**config.mk**
```make
export PLATFORM = sky130hd
export DESIGN_NAME = xlat_cache
export DESIGN_NICKNAME = d
export VERILOG_FILES = /design/src/rtl/xlat_pkg.sv /design/src/rtl/xlat_match.sv /design/src/rtl/xlat_victim.sv /design/src/rtl/xlat_stats.sv /design/src/rtl/xlat_cache.sv
export SDC_FILE = /design/constraint.sdc
export NUM_CORES = 1
export LEC_CHECK = 0
export CAP_MARGIN = 10
export CORE_MARGIN = 2
export CORE_UTILIZATION = 30
export DETAILED_ROUTE_END_ITERATION = 16
export PLACE_DENSITY = 0.55
export SLEW_MARGIN = 20
export SYNTH_ARGS = -nofsm -noshare
export SYNTH_HDL_FRONTEND = slang
export SYNTH_SLANG_ARGS = --single-unit
export TNS_END_PERCENT = 1
```
**constraint.sdc**
```tcl
create_clock -name clk -period 4.6 [get_ports clk]
set_input_delay 1.15 -clock clk [delete_from_list [all_inputs] [get_ports clk]]
set_output_delay 1.15 -clock clk [all_outputs]
set_load 0.01 [all_outputs]
```
**src/rtl/xlat_pkg.sv**
```systemverilog
package xlat_pkg;

   typedef enum logic {
      ST_LOOKUP = 1'b0,
      ST_REFILL = 1'b1
   } xlat_state_e;

   // one-cycle events feeding the statistics counters
   typedef struct packed {
      logic fill;
      logic shoot;
      logic miss;
      logic hit;
   } xlat_evt_t;

   localparam int XLAT_NUM_EVT = 4;

endpackage

```
**src/rtl/xlat_match.sv**
```systemverilog
module xlat_match #(
   parameter  int ENTRIES = 8,
   parameter  int VPN_W   = 10,
   localparam int IDX_W   = $clog2(ENTRIES)
) (
   input  logic [VPN_W-1:0]   vpn_i,
   input  logic [ENTRIES-1:0] valid_i,
   input  logic [VPN_W-1:0]   tag_i [ENTRIES],
   output logic               hit_o,
   output logic [IDX_W-1:0]   idx_o
);

   logic [ENTRIES-1:0] eq;

   // one comparator per slot, all in parallel
   generate
      for (genvar g = 0; g < ENTRIES; g++) begin : g_cmp
         assign eq[g] = valid_i[g] && (tag_i[g] == vpn_i);
      end
   endgenerate

   always_comb begin
      hit_o = |eq;
      idx_o = '0;
      for (int i = ENTRIES - 1; i >= 0; i--) begin
         if (eq[i]) idx_o = IDX_W'(i);
      end
   end

endmodule

```
**src/rtl/xlat_victim.sv**
```systemverilog
module xlat_victim #(
   parameter  int ENTRIES = 8,
   localparam int IDX_W   = $clog2(ENTRIES)
) (
   input  logic [ENTRIES-1:0] valid_i,
   input  logic [ENTRIES-1:0] ref_i,
   output logic [IDX_W-1:0]   idx_o,
   output logic               occupied_o,
   output logic               sweep_o
);

   always_comb begin
      idx_o      = '0;
      occupied_o = &valid_i;
      sweep_o    = 1'b0;
      if (!occupied_o) begin
         // free slot available: lowest invalid index
         for (int i = ENTRIES - 1; i >= 0; i--) begin
            if (!valid_i[i]) idx_o = IDX_W'(i);
         end
      end else if (&ref_i) begin
         // every slot recently used: clear all, restart at slot 0
         sweep_o = 1'b1;
         idx_o   = '0;
      end else begin
         for (int i = ENTRIES - 1; i >= 0; i--) begin
            if (!ref_i[i]) idx_o = IDX_W'(i);
         end
      end
   end

endmodule

```
**src/rtl/xlat_stats.sv**
```systemverilog
module xlat_stats
   import xlat_pkg::*;
#(
   parameter int CNT_W = 16
) (
   input  logic             clk,
   input  logic             rst_n,
   input  xlat_evt_t        evt_i,
   output logic [CNT_W-1:0] hit_o,
   output logic [CNT_W-1:0] miss_o,
   output logic [CNT_W-1:0] shoot_o,
   output logic [CNT_W-1:0] fill_o
);

   logic [XLAT_NUM_EVT-1:0] ev_bits;
   logic [CNT_W-1:0]        cnt_q [XLAT_NUM_EVT];

   assign ev_bits = {evt_i.fill, evt_i.shoot, evt_i.miss, evt_i.hit};

   always_ff @(posedge clk or negedge rst_n) begin
      if (!rst_n) begin
         for (int k = 0; k < XLAT_NUM_EVT; k++) cnt_q[k] <= '0;
      end else begin
         for (int k = 0; k < XLAT_NUM_EVT; k++) begin
            if (ev_bits[k]) cnt_q[k] <= cnt_q[k] + 1'b1;
         end
      end
   end

   assign hit_o   = cnt_q[0];
   assign miss_o  = cnt_q[1];
   assign shoot_o = cnt_q[2];
   assign fill_o  = cnt_q[3];

endmodule

```
**src/rtl/xlat_cache.sv**
```systemverilog
module xlat_cache
   import xlat_pkg::*;
#(
   parameter  int VA_W    = 20,
   parameter  int PA_W    = 18,
   parameter  int OFF_W   = 10,
   parameter  int ENTRIES = 8,
   parameter  int CNT_W   = 16,
   localparam int VPN_W   = VA_W - OFF_W,
   localparam int PFN_W   = PA_W - OFF_W,
   localparam int IDX_W   = $clog2(ENTRIES)
) (
   input  logic             clk,
   input  logic             rst_n,
   input  logic             req_valid,
   output logic             req_ready,
   input  logic [VA_W-1:0]  req_vaddr,
   input  logic             req_write,
   output logic             resp_valid,
   output logic             resp_hit,
   output logic [PA_W-1:0]  resp_paddr,
   output logic             refill_req_valid,
   output logic [VPN_W-1:0] refill_req_vpn,
   input  logic             refill_valid,
   output logic             refill_ready,
   input  logic [PFN_W-1:0] refill_frame,
   output logic             evict_valid,
   output logic [VPN_W-1:0] evict_vpn,
   output logic [PFN_W-1:0] evict_frame,
   output logic             evict_dirty,
   output logic             evict_ref,
   output logic [CNT_W-1:0] hit_count,
   output logic [CNT_W-1:0] miss_count,
   output logic [CNT_W-1:0] shootdown_count,
   output logic [CNT_W-1:0] fill_count
);

   // elaboration-time parameter checks
   generate
      if (ENTRIES < 2) begin : g_bad_entries
         $error("xlat_cache: ENTRIES must be at least 2");
      end
      if (OFF_W < 1 || VA_W <= OFF_W || PA_W <= OFF_W) begin : g_bad_widths
         $error("xlat_cache: address widths must exceed the offset width");
      end
      if (CNT_W < 1) begin : g_bad_cnt
         $error("xlat_cache: CNT_W must be positive");
      end
   endgenerate

   xlat_state_e      st_q;
   logic [VPN_W-1:0] pend_vpn_q;
   logic [OFF_W-1:0] pend_off_q;
   logic             pend_wr_q;

   logic [ENTRIES-1:0] v_q, d_q, r_q;
   logic [VPN_W-1:0]   tag_q [ENTRIES];
   logic [PFN_W-1:0]   frm_q [ENTRIES];

   logic             resp_valid_q, resp_hit_q;
   logic [PA_W-1:0]  resp_paddr_q;
   logic             evict_valid_q, evict_dirty_q, evict_ref_q;
   logic [VPN_W-1:0] evict_vpn_q;
   logic [PFN_W-1:0] evict_frame_q;

   logic [VPN_W-1:0] look_vpn;
   logic [OFF_W-1:0] look_off;
   logic             m_hit;
   logic [IDX_W-1:0] m_idx;
   logic [IDX_W-1:0] vic_idx;
   logic             vic_occ, vic_sweep;
   logic             accept, fill;
   xlat_evt_t        evt;

   assign look_vpn = req_vaddr[VA_W-1:OFF_W];
   assign look_off = req_vaddr[OFF_W-1:0];

   xlat_match #(.ENTRIES(ENTRIES), .VPN_W(VPN_W)) u_match (
      .vpn_i   (look_vpn),
      .valid_i (v_q),
      .tag_i   (tag_q),
      .hit_o   (m_hit),
      .idx_o   (m_idx)
   );

   xlat_victim #(.ENTRIES(ENTRIES)) u_victim (
      .valid_i    (v_q),
      .ref_i      (r_q),
      .idx_o      (vic_idx),
      .occupied_o (vic_occ),
      .sweep_o    (vic_sweep)
   );

   assign req_ready        = (st_q == ST_LOOKUP);
   assign refill_ready     = (st_q == ST_REFILL);
   assign refill_req_valid = (st_q == ST_REFILL);
   assign refill_req_vpn   = pend_vpn_q;

   assign accept = req_valid && (st_q == ST_LOOKUP);
   assign fill   = refill_valid && (st_q == ST_REFILL);

   assign evt.hit   = accept && m_hit;
   assign evt.miss  = accept && !m_hit;
   assign evt.fill  = fill;
   assign evt.shoot = fill && vic_occ;

   always_ff @(posedge clk or negedge rst_n) begin
      if (!rst_n) begin
         st_q          <= ST_LOOKUP;
         pend_vpn_q    <= '0;
         pend_off_q    <= '0;
         pend_wr_q     <= 1'b0;
         v_q           <= '0;
         d_q           <= '0;
         r_q           <= '0;
         for (int i = 0; i < ENTRIES; i++) begin
            tag_q[i] <= '0;
            frm_q[i] <= '0;
         end
         resp_valid_q  <= 1'b0;
         resp_hit_q    <= 1'b0;
         resp_paddr_q  <= '0;
         evict_valid_q <= 1'b0;
         evict_vpn_q   <= '0;
         evict_frame_q <= '0;
         evict_dirty_q <= 1'b0;
         evict_ref_q   <= 1'b0;
      end else begin
         resp_valid_q  <= 1'b0;
         evict_valid_q <= 1'b0;

         if (accept) begin
            if (m_hit) begin
               r_q[m_idx]   <= 1'b1;
               if (req_write) d_q[m_idx] <= 1'b1;
               resp_valid_q <= 1'b1;
               resp_hit_q   <= 1'b1;
               resp_paddr_q <= {frm_q[m_idx], look_off};
            end else begin
               st_q       <= ST_REFILL;
               pend_vpn_q <= look_vpn;
               pend_off_q <= look_off;
               pend_wr_q  <= req_write;
            end
         end

         if (fill) begin
            if (vic_sweep) r_q <= '0;
            // victim state leaves through the write-back strobe
            evict_valid_q    <= vic_occ;
            evict_vpn_q      <= tag_q[vic_idx];
            evict_frame_q    <= frm_q[vic_idx];
            evict_dirty_q    <= d_q[vic_idx];
            evict_ref_q      <= r_q[vic_idx];
            v_q[vic_idx]     <= 1'b1;
            d_q[vic_idx]     <= pend_wr_q;
            r_q[vic_idx]     <= 1'b1;
            tag_q[vic_idx]   <= pend_vpn_q;
            frm_q[vic_idx]   <= refill_frame;
            resp_valid_q     <= 1'b1;
            resp_hit_q       <= 1'b0;
            resp_paddr_q     <= {refill_frame, pend_off_q};
            st_q             <= ST_LOOKUP;
         end
      end
   end

   assign resp_valid  = resp_valid_q;
   assign resp_hit    = resp_hit_q;
   assign resp_paddr  = resp_paddr_q;
   assign evict_valid = evict_valid_q;
   assign evict_vpn   = evict_vpn_q;
   assign evict_frame = evict_frame_q;
   assign evict_dirty = evict_dirty_q;
   assign evict_ref   = evict_ref_q;

   xlat_stats #(.CNT_W(CNT_W)) u_stats (
      .clk     (clk),
      .rst_n   (rst_n),
      .evt_i   (evt),
      .hit_o   (hit_count),
      .miss_o  (miss_count),
      .shoot_o (shootdown_count),
      .fill_o  (fill_count)
   );

endmodule

```
# == Word-level counts from Yosys, hierarchy flattened ==
# Cells that the tools add are included.
# Widths: inputs -> output; s select.
# op_classes
addsub,4
n_lt_le_gt_ge,7
eq_ne,9
mux,74
bitwise,8
n_reduce_logical,25
# ops
cell,n
$mux 8,14
$bwmux 80,1
$eq 10x10->1,8
$mux 3,26
$add 16x1->16 const B,4
$bwmux 64,1
$mux 18,3
$bmux 8 s3,2
$or 8x8->8,4
$bmux 10 s3,1
$demux 10 s3,1
$mux 10,3
$demux 8 s3,1
$logic_and 1x1->1,16
$mux 1,16
$reduce_and 8->1,2
$bwmux 8,1
$ge 4x4->1 const B,2
$lt 3x4->1 const B,2
$not 3->4,2
$reduce_or 8->1,1
$bmux 1 s3,2
$demux 1 s3,2
$ge 3x1->1 const B,2
other kinds (6),10
# totals
regBits,295
input_bits,33
output_inout_bits,118
elab_cells,162

# == Depth between registers and ports, before layout ==
# depth
word_depth,21
depth_mapped,11
mapped_depth_nobuf,9

# == Hierarchy ==
# From an unflattened synthesis, not the netlist that was laid out.
# unflattened
cells_unflattened,1318
area_unflattened_um2,14580.2
# by_module_without_submodules
mod,n_inst,cells_per_inst,area_per_inst_um2,seq_area_each_um2
xlat_cache,1,927,10627.7,5780.5
xlat_stats,1,224,2737.6,1601.5
xlat_match,1,135,1026.0,0.0
xlat_victim,1,32,188.9,0.0

# == Worst setup path before layout ==
# No wires, ideal clock.
# synth_path
path_kind,input-to-reg
start,input port req_vaddr[11]
end,"register resp_paddr_q[10], in the netlist resp_paddr[10]"
setup_time_ns,0.131
arrival_time_ns,3.216
setup_slack_ns,1.253
path_stages,11
cell_sequence,buf_6 xnor2_1 nand2_1 or4_1 a211oi_1 a211o_2 buf_4 mux2i_1 nor2_1 o41ai_2 nand3_1
# synth_via
elab_chain_cells,17
elab_cells_between_ends,34
cone_classes,eq/ne (8); mux (14); bitwise (1); reduce/logical (11)
# synth_rtl
element,line,rtl
"start, declared",xlat_cache.sv:17,"input logic [VA_W-1:0] req_vaddr,"
$eq 10x10->1,xlat_match.sv:18,assign eq[g] = valid_i[g] && (tag_i[g] == vpn_i);
$logic_and 1x1->1,xlat_match.sv:18,
$mux 3 (8 in series),xlat_match.sv:26,if (eq[i]) idx_o = IDX_W'(i);
$not 3->4 (not written as such),xlat_cache.sv:138,"resp_paddr_q <= {frm_q[m_idx], look_off};"
$bmux 8 s3,xlat_cache.sv:138,
$mux 8 (not written as such) (2 in series),xlat_cache.sv:138,
$mux 18,xlat_cache.sv:133,if (m_hit) begin
$mux 18,xlat_cache.sv:132,if (accept) begin
$mux 18,xlat_cache.sv:147,if (fill) begin
"end signal, assigned",xlat_cache.sv:138,
"end signal, assigned",xlat_cache.sv:162,"resp_paddr_q <= {refill_frame, pend_off_q};"
"end, declared",xlat_cache.sv:61,logic [PA_W-1:0] resp_paddr_q;
# Parallel ways exist; a longest one is shown, timed or not. The select of a mux whose other input is x is not followed.
# A chain may end at the register's enable or synchronous reset.

# == Worst setup path after layout ==
# layout_path
start,input port req_vaddr[15]
end,"register resp_paddr_q[13], in the netlist resp_paddr[13]"
# The elaborated chain is that of the path after synthesis.

==> results.ini <==
[sta]
rsz0062_at_grt = no
slew_viol_final = 0
hold_viol = 0
period_share_pct = 87.27
fin_skew_ps = 27.92
whs_ps = 474.1
clock.fmax_ghz = 0.2491
worst_pin_slew_ps = 972.9
setup_viol = 0
setup_tns_ps = 0
slew_headroom_pct = 35.14
min_period_ps = 4014

[routing]
dr.pass1.iters = 5
drt-initial-drc-count = 799
vias_per_cell = 5.164
antenna_left = 0
drc = 0
avgRoutedWirePerCell_microns = 20.55
finalWirelength_mm = 46.76
vias = 11750

[clock_network]
cts_tree = built
cts_resized = 0
htree_levels = 2
cts_setup_buffers = 0
cts_root_buf = clkbuf_16
cts_buffers = 36
clkTransAtPathRegs_ps = 60
clock-sinks = 295
insertion_delay_ps = 540
cts_buffer_depth = 3
holdBufCountCts = 0

[worst_setup_path]
cp-end-kind = register
worstPathRequired_ps = 5020
cp_slowest_stage_delay_ps = 570
worst_ep_arrival_time_ps = 4440
worstPathMaxFanout = 12
critical_path_class = input pin to register
critPathTopFamily = compound AO/OA/AOI/OAI gates
cp-start-kind = input pin
cp_slowest_cell = clkdlybuf4s50_1
crit_chain = clkdlybuf4s50_1 > xnor2_1 > nand4_1 > or4_1 > a211oi_1 > a211o_2 > a21o_1 > buf_4 > mux2_1 > a21oi_1 > o21ai_1
critical_path_buf_inv_count = 2

[finish]
drive_gt1_share_pct = 17.59
final_cell_area_sq_um = 18740
diodes = 0
layout_commonest_cell = dfrtp_1
layout_common_cells = dfrtp_1, nand2_1, clkdlybuf4s50_1, mux2_2, xnor2_1
ff_latch_area_sq_um = 7382
fin_nets = 1620
syn2layout_area_growth_pct = 24.15
multiInputGateArea_sq_um = 7263
nFillCells = 4996

[hold_path]
hold_class = register to register

[placed_design]
gp_congestion = 0.8926
placed_area_sq_um = 17600
hpwl_mm = 33.13
io_buffer_count = 150

[logic_synthesis]
syn_avg_cell_area_sq_um = 10.69
async_flop_share_pct = 100.0
synth_top_family_by_area = simple AND/OR/NAND/NOR gates
syn_inst = 1412
ys_ff_latch = 295
syn_nets = 1449
synthFlopType = dfrtp_1
synth_compound_area_share_pct = 10.68
synth-edff-count = 0
synth_xor_area_share_pct = 8.572
syn-cell-area_sq_um = 15090
synthAdderAreaFrac_pct = 0.3316
synthSimpleGateAreaFrac_pct = 15.28
yosys_warnings = 0
synth.area.mux_share_pct = 12.93
ys_types = 61
synth_seq_area_share_pct = 48.91

[floorplan]
die_y_microns = 228.3
die_area_sq_um = 52120
initial_core_util_pct = 30.27
die_x_microns = 228.3
core_area_sq_um = 49860
ioPinCount = 151
num_rows = 82

[global_route]
use_met3_pct = 3.056
antenna_found_initial = 0
grt_pass1_wl_mm = 73.29
overflow = 0
grt_use_met1_pct = 25.10
track_usage_pct = 18.02
met2_usage_pct = 28.27
grt.busiest_layer = met2
grt_pass1_vias = 11890
grt_max_degree = 90

[power_and_ir_drop]
ir_worst_vdd_mv = 0.8551
leakage_uw = 0.007746
p_per_area_nw_per_um2 = 669.5

[run_status]
status = completed

[run]
drv_cap = 0

-- layout make-up --
class	count	share of cell area, %
timing repair buffer	213	10.90
inverter	20	0.4006
tap	672	4.487
multi-input combinational	1017	38.76
clock buffer	48	5.482
clock inverter	10	0.5743
sequential	295	39.40
-- power breakdown --
part / internal [uW] / switching [uW] / total [uW]
clock: 1670 / 1100 / 2760
combinational: 2220 / 3130 / 5350
sequential: 3500 / 930 / 4430
total: 7390 / 5150 / 12500
-- metal layers --
layer	up-vias	part of all wire, %
met2	315	46
li1	5382	-
met3	83	4.9
met5	-	0
met1	5967	47
met4	0	2.9
-- worst paths after layout --
path | from | to | slack (ps) | cells after the start
setup / recovery | req_vaddr[15] | resp_paddr[13]$_DFFE_PN0P_ | 590 | 11
hold / removal | u_stats.shoot_o[15]$_DFFE_PN0P_ | u_stats.shoot_o[15]$_DFFE_PN0P_ | 470 | 1
setup reg to reg | r_q[7]$_DFF_PN0_ | tag_q[9]$_DFFE_PN0P_ | 1270 | 7
hold reg to reg | u_stats.shoot_o[15]$_DFFE_PN0P_ | u_stats.shoot_o[15]$_DFFE_PN0P_ | 470 | 1
max in group asynchronous | rst_n | tag_q[24]$_DFFE_PN0P_ | 3140 | 2
min in group asynchronous | rst_n | u_stats.fill_o[13]$_DFFE_PN0P_ | 580 | 1
-- flip-flops by register name (all words and copies together) (netlist names), 10 cells and up --
name and flops:
u_stats.hit_o 16, u_stats.fill_o 16, u_stats.miss_o 16, u_stats.shoot_o 16, evict_vpn 10, frm_q 64
tag_q 80, pend_off_q 10, refill_req_vpn 10, resp_paddr 18
-- Yosys cell counts (4+ instances only) --
master    count  area [sq um]
a211oi_1     42         315.3
a21oi_1      48         240.2
a22oi_1      17         127.6
a311oi_1     21         183.9
a31oi_1      29         181.4
and2_1       39         244.0
and3_1       17         106.4
buf_2        23         115.1
buf_6        11         123.9
clkbuf_1     43         161.4
dfrtp_1     295          7382
ha_1          4         50.05
inv_1        18         67.56
mux2_1       47         529.3
mux2_2      121          1363
mux2i_1       6         60.06
nand2_1     192         720.7
nand2b_1      5         31.28
nand3_1      40         200.2
nand4_1      53         331.6
nand4b_1      4         35.03
nor2_1       49         183.9
nor2b_1       4         25.02
nor3_1       21         105.1
nor4_1        5         31.28
o211ai_1      7         52.55
o21ai_0      27         135.1
o21ai_1      19         95.09
o21bai_1      7         52.55
or2_2         6         37.54
or3_1         6         37.54
xnor2_1     115          1007
xnor2_2       9         146.4
xor2_1       16         140.1
-- metrics by stage --
| stage | instances | util (%) | total power (uW) | setup WS, ps |
|---|---|---|---|---|
| 6_report | 2275 | 37.58 | 12540 | 585.7 |
| 5_1_grt | 2275 | 37.58 | 13360 | 467.8 |
| 4_1_cts | 2275 | 37.58 | 12650 | 662.0 |
| 3_5_place_dp | 2217 | 35.30 | 9808 | 73.83 |
| 3_3_place_gp | 2217 | 35.30 | 9702 | 91.63 |
| 2_1_floorplan | 1412 | - | 7643 | 1253 |
-- kinds of logic (layout without fill, tap and decap cells) --
| kind of cell | Yosys count | count (layout) |
|---|---|---|
| xor gates and xnor gates | 140 | 140 |
| and+or+nand+nor | 461 | 461 |
| muxes | 174 | 174 |
| adders and majority gates | 4 | 4 |
| buffers and inverters | 100 | 291 |
| AOI/OAI and AO/OA | 238 | 238 |
| DFF | 295 | 295 |
-- worst register-to-register path, cell delays in order, from the launching register on --
cell	delay [ps]
dfrtp_1	430
nand4_1	180
o211ai_1	390
a21oi_2	170
nor2_4	560
or3_1	670
buf_4	440
mux2_2	380
Note: power is estimated with default switching activity, not from simulation.
